File: src/rtl/cascade_pkg.sv
package cascade_pkg;
  // Strobes sent from the control to the datapath
  typedef struct packed {
    logic capture;   // latch local compare flags this edge
  } ctrlStrobe_t;
endpackage

File: src/rtl/cascade_ctrl.sv
module cascade_ctrl
  import cascade_pkg::*;
(
  input  logic        clk,
  input  logic        rstN,
  input  logic        strobeN,
  input  logic        isCompare,
  output ctrlStrobe_t ctrl
);
  logic strobeQ;
  logic cmpPend;
  logic strobeFall;
  logic strobeRise;

  assign strobeFall = strobeQ & ~strobeN;
  assign strobeRise = ~strobeQ & strobeN;

  always_ff @(posedge clk or negedge rstN) begin
    if (!rstN) begin
      strobeQ <= 1'b1;
      cmpPend <= 1'b0;
    end else begin
      strobeQ <= strobeN;
      if (strobeFall)      cmpPend <= isCompare;
      else if (strobeRise) cmpPend <= 1'b0;
    end
  end

  assign ctrl.capture = strobeRise & cmpPend;


  capture_on_rise_chk: assert property (@(posedge clk) disable iff (!rstN)
    ctrl.capture |-> (strobeN && !strobeQ));


  no_capture_low_chk: assert property (@(posedge clk) disable iff (!rstN)
    !strobeN |-> !ctrl.capture);
endmodule

File: src/rtl/cascade_datapath.sv
module cascade_datapath
  import cascade_pkg::*;
#(
  parameter int DATA_W = 32,
  localparam int LANES = DATA_W / 8
) (
  input  logic             clk,
  input  logic             rstN,
  input  ctrlStrobe_t      ctrl,
  input  logic             strobeN,
  input  logic             localMatch,
  input  logic             localMulti,
  input  logic             localFull,
  input  logic             condRead,
  input  logic             matchIn,
  input  logic             multiIn,
  input  logic             fullIn,
  output logic             matchOut,
  output logic             multiOut,
  output logic             fullOut,
  output logic [LANES-1:0] dataOe,
  output logic             addrOe
);
  logic heldMatch;
  logic heldMulti;
  logic fullReg;
  logic ownBus;

  always_ff @(posedge clk or negedge rstN) begin
    if (!rstN) begin
      heldMatch <= 1'b0;
      heldMulti <= 1'b0;
      fullReg   <= 1'b0;
    end else begin
      fullReg <= localFull;
      if (ctrl.capture) begin
        heldMatch <= localMatch;
        heldMulti <= localMulti;
      end
    end
  end

  assign matchOut = matchIn | heldMatch;
  assign multiOut = multiIn | heldMulti | (matchIn & heldMatch);
  assign fullOut  = fullIn & fullReg;
  assign ownBus   = condRead & heldMatch & ~matchIn;
  assign addrOe   = ownBus;

  for (genvar g = 0; g < LANES; g++) begin : g_lane
    assign dataOe[g] = ownBus;
  end


  held_stable_low_chk: assert property (@(posedge clk) disable iff (!rstN)
    !strobeN |=> ($stable(heldMatch) && $stable(heldMulti)));


  held_change_cause_chk: assert property (@(posedge clk) disable iff (!rstN)
    !ctrl.capture |=> ($stable(heldMatch) && $stable(heldMulti)));


  oe_owner_chk: assert property (@(posedge clk) disable iff (!rstN)
    (addrOe || (dataOe != '0)) |-> (heldMatch && !matchIn && condRead));


  full_chain_chk: assert property (@(posedge clk) disable iff (!rstN)
    fullOut |-> (fullIn && $past(localFull)));


  multi_idle_chk: assert property (@(posedge clk) disable iff (!rstN)
    (!matchIn && !multiIn && !heldMulti) |-> !multiOut);
endmodule

File: src/rtl/cascade_chain.sv
module cascade_chain
  import cascade_pkg::*;
#(
  parameter int DATA_W = 32,
  localparam int LANES = DATA_W / 8
) (
  input  logic             clk,
  input  logic             rstN,
  input  logic             strobeN,
  input  logic             isCompare,
  input  logic             localMatch,
  input  logic             localMulti,
  input  logic             localFull,
  input  logic             condRead,
  input  logic             matchIn,
  input  logic             multiIn,
  input  logic             fullIn,
  output logic             matchOut,
  output logic             multiOut,
  output logic             fullOut,
  output logic [LANES-1:0] dataOe,
  output logic             addrOe
);
  ctrlStrobe_t ctrl;

  cascade_ctrl u_ctrl (
    .clk(clk), .rstN(rstN), .strobeN(strobeN),
    .isCompare(isCompare), .ctrl(ctrl)
  );

  cascade_datapath #(.DATA_W(DATA_W)) u_dp (
    .clk(clk), .rstN(rstN), .ctrl(ctrl), .strobeN(strobeN),
    .localMatch(localMatch), .localMulti(localMulti),
    .localFull(localFull), .condRead(condRead),
    .matchIn(matchIn), .multiIn(multiIn), .fullIn(fullIn),
    .matchOut(matchOut), .multiOut(multiOut), .fullOut(fullOut),
    .dataOe(dataOe), .addrOe(addrOe)
  );


  reset_idle_chk: assert property (@(posedge clk) disable iff (!rstN)
    $rose(rstN) |-> (!addrOe && dataOe == '0));
endmodule

File: config.mk
export PLATFORM = sky130hd
export DESIGN_NAME = cascade_chain
export DESIGN_NICKNAME = d
export VERILOG_FILES = /design/src/rtl/cascade_pkg.sv /design/src/rtl/cascade_ctrl.sv /design/src/rtl/cascade_datapath.sv /design/src/rtl/cascade_chain.sv
export SDC_FILE = /design/constraint.sdc
export NUM_CORES = 1
export LEC_CHECK = 0
export ABC_AREA = 1
export BUFFER_PORTS_ARGS = -buffer_cell sky130_fd_sc_hd__buf_2
export CAP_MARGIN = 20
export CORE_AREA = 2 2 39 41
export DETAILED_ROUTE_END_ITERATION = 10
export DIE_AREA = 0 0 41 43
export SETUP_SLACK_MARGIN = 0.3
export SLEW_MARGIN = 15
export SYNTH_ARGS = -nofsm -noshare
export SYNTH_HDL_FRONTEND = slang
export SYNTH_SLANG_ARGS = --single-unit
File: constraint.sdc
create_clock -name clk -period 1.61 [get_ports clk]
set_input_delay 0.161 -clock clk [delete_from_list [all_inputs] [get_ports clk]]
set_output_delay 0.161 -clock clk [all_outputs]
set_load 0.01 [all_outputs]
After elaboration in Yosys (flattened, before gate mapping). Index checks and enable logic that the tools add are counted.

Add/sub/neg operators: 0. $mul: 0. Div/mod/pow operators: 0. $lt $le $gt $ge: 0. Equal/unequal tests: 0. Shifts and indexed selects: 0. Mux-type cells: 2. Bitwise gates (word level): 13. Reduce and logical (&&, ||, !) cells: 1.

Operators with widths (number): $and 1x1->1 (7); $not 1->1 (3); $or 1x1->1 (3); $mux 1 (2); $reduce_bool 2->1 (1).

Register bits after elaboration: 5. Latch bits: 0. RAM bits: 0. Memory bits (read-only): 0. Bits of input ports: 11. Output and inout bits: 8. Logic and storage cells: 21. Memories kept: 0.

Logic depth before layout (Yosys ltp).
Depth after elaboration: 4. Mapped depth: 5.

Hierarchy. From an unflattened synthesis, not the netlist that was laid out.

Cells, all modules: 34. Area total of the unflattened synthesis: 279.0 µm².

Modules (own cells, without submodules): cascade_datapath (instances 1, cells an instance 22, area each 163.9 µm²); cascade_ctrl (instances 1, cells an instance 12, area each 115.1 µm²).

Worst setup path after synthesis. Ideal clock, no wire load.

Kind: register to output. Start point: reg u_dp.heldMatch. End point: out dataOe[0]. Arrival time: 875 ps. Data required time: 1449 ps. Slack: 574 ps. Cell stages (with the launch flop): 4. Path buffers: 1. Cell sequence: dfrtp_1 -> nand2_1 -> nor2_1 -> buf_4.

Longest elaborated chain between the ends: 2.

Ends and longest elaborated chain: start: declaration (RTL line cascade_datapath.sv:24) `logic heldMatch;`; start signal: assignment (RTL line cascade_datapath.sv:37) `heldMatch <= localMatch;`; $and 1x1->1 (2 in a row) (RTL line cascade_datapath.sv:46) `assign ownBus = condRead & heldMatch & ~matchIn;`; end: declaration (RTL line cascade_chain.sv:21) `output logic [LANES-1:0] dataOe,`.

No other way between the ends.

Worst setup path in the final report.
Start point: reg u_dp.heldMatch. End point: out matchOut.

Longest elaborated chain between the ends: 1.

Ends and longest elaborated chain: $or 1x1->1 (RTL line cascade_datapath.sv:43) `assign matchOut = matchIn | heldMatch;`; end: declaration (RTL line cascade_chain.sv:18) `output logic matchOut,`.

No other way between the ends.

==> flow_summary.toml <==
[run_status]
run_status = "finished, final reports clean"

[setup_path]
slowest_stage = "dfrtp_1"
critical_path_class = "reg2out"
startpoint = "u_dp.heldMatch$_DFFE_PN0P_"
worstPathCellList = "or2_1, buf_2"
cp_max_fo = 4
rrSetupSlack_ps = 620
worst_ep_required_time_ps = 1450
timing.rr.start = "u_ctrl.strobeQ$_DFF_PN1_"
r2r_end = "u_dp.heldMulti$_DFFE_PN0P_"
end_kind = "primary output"
cp_slowest_stage_delay_ps = 390
critPathLaunchType = "flip-flop"
worstRegToRegCells = 5
cp.arrival_ps = 990

[clocking]
cts.clk_slew.worst_paths_ps = 40
cts.sinks = 5
clockRootBuffer = "clkbuf_4"
clk_path_buf_depth = 2
cts_tree = "yes"
cts_setup_buffers = 0
clk_latency_ps = 240
numCtsBuffers = 3
cts_max_level = 1

[timing]
period_minus_slack_ps = 1150
fmax_mhz = 868
holdWs_ps = 25.7
relSlewSlack = 0.908
hold_viol = 0
clock_skew_ps = 1.29
setup_tns_ps = 0
setup_viol = 0
worst_pin_slew_ps = 138
slew_violations = 0
rsz0062_at_grt = "false"
finalCritPeriodShare = 0.715

[global_route]
grt_pass1_vias = 218
antenna_found_initial = 0
grt_overflow_total = 0
grt_pass1_wl_um = 772
grt_max_degree = 6
grtUsageTotal = 0.0705

[yosys]
yosysWarnings = 0
synth-adder-area-share = 0.0939
synth-seq-area-share = 0.474
syn_area_sq_um = 267
syn_inst = 32
ys_ff_latch = 5
synthesis.nets = 45
synthXorXnorAreaFrac = 0
synthMuxAreaShare = 0
synth_compound_area_frac = 0
avgSynthCellArea_sq_um = 8.33
yosys.area_share.simple = 0.263
synth_top_family_by_area = "simple AND/OR/NAND/NOR gates"
ys_types = 9

[placed_design]
place.gp.congestion = 0.711
post_dp_cell_area_sq_um = 347
dp_hpwl_um = 398
portBuffers = 18

[hold_path]
min_to = "u_dp.fullReg$_DFF_PN0_"
min_from = "localFull"
min_path_type = "in2reg"
hold_path_depth = 1

[power_and_ir_drop]
power.density_mw_per_mm2 = 1030
p_leak_nw = 0.236
ir_worst_vdd_v = 0.000623

[floorplanning]
die_area_sq_mm = 0.00176
fp.dieW_um = 41
die_h_um = 43
core_sq_mm = 0.00138
num_rows = 14
ios = 19
initial_utilization = 0.193

[detailed_routing]
drtIter0Drc = 3
routedWlPerCell_um = 7.27
drc = 0
drtPass1Iterations = 2
wirelength_um = 487
via_count = 249
avgViaCountPerCell = 3.72
ant_nets = 0

[flow_run]
cap_violations = 0

[cells_and_area]
nets = 65
drive_above_1_share = 0.451
mostFrequentLayoutCell = "buf_2"
n_antenna_cell = 0
final_cell_mix = "18 x buf_2, 11 x nand2_1, 4 x inv_1, 4 x dfrtp_1"
final_cell_area_sq_um = 385
area.growth.synth_to_final_pct = 44.6
metrics by stage:
stage	total power [W]	cells	worst slack, ps	utilization
after floorplan	0.000222	32	574	-
after global placement	0.000251	62	634	0.250
after detailed placement	0.000252	62	623	0.250
after CTS	0.000407	67	399	0.277
after global routing	0.000441	67	340	0.278
final	0.000397	67	459	0.278
cells in the mapped netlist:
cell | number | area [sq um]
nand2_1 | 11 | 41.3
buf_4 | 4 | 30.0
dfrtp_1 | 4 | 100
inv_1 | 4 | 15.0
nand3_1 | 3 | 15.0
ha_1 | 2 | 25.0
nor2_1 | 2 | 7.51
dfstp_2 | 1 | 26.3
or2_1 | 1 | 6.26
power breakdown:
part / total [W] / leakage (nW) / switching [W] / internal, W
clock: 0.000145 / 0.0150 / 0.0000515 / 0.0000937
sequential: 0.000163 / 0.0611 / 0.0000145 / 0.000148
combinational: 0.0000891 / 0.160 / 0.0000462 / 0.0000429
total: 0.000397 / 0.236 / 0.000112 / 0.000285
cell type report:
cell class,count,area [sq um]
fillers,160,998
flip-flops and latches,5,126
repair buffers,19,100
multi-input cells,19,97.6
clock buffers,4,26.3
well taps,16,20.0
inverters,4,15.0
worst max path at each step:
| stage | end | slack, ps | cells past startpoint |
|---|---|---|---|
| finish | matchOut | 460 | 2 |
| global route | dataOe[1] | 340 | 3 |
| CTS | addrOe | 400 | 3 |
| detailed placement | u_dp.heldMulti$_DFFE_PN0P_ | 620 | 5 |
| global placement | u_dp.heldMulti$_DFFE_PN0P_ | 630 | 5 |
| floorplan | dataOe[0] | 570 | 3 |
sequential cells by signal (all words and copies together) (netlist names):
name and cells:
u_dp.fullReg 1, u_ctrl.cmpPend 1, u_dp.heldMulti 1, u_dp.heldMatch 1, u_ctrl.strobeQ 1
worst max-delay path: cells and delay by family, from the launching register on:
family	cells	cell delay, ps
buf+inv	1	130
flops	1	390
simple gates	1	220
logic make-up after synthesis:
logic type    Yosys count
fa+ha+maj               2
buf+inv                 8
flops                   5
simple gates           17
layer usage:
| metal | wire length (um) | track usage | up-vias |
|---|---|---|---|
| li1 | - | - | 131 |
| met1 | 191 | 0.0584 | 98 |
| met2 | 189 | 0.106 | 20 |
| met3 | 106 | 0.0628 | 0 |
| met4 | 0 | 0.0400 | 0 |
| met5 | 0 | 0 | - |
what timing repair did:
item / CTS / global route
setup endpoints to repair: 0 / 5
hold buffers: 1 / 0
endpoints found under the hold margin: 5 / 0
gates resized for setup: 0 / 1
No activity file was read; power rests on OpenSTA's default activity.
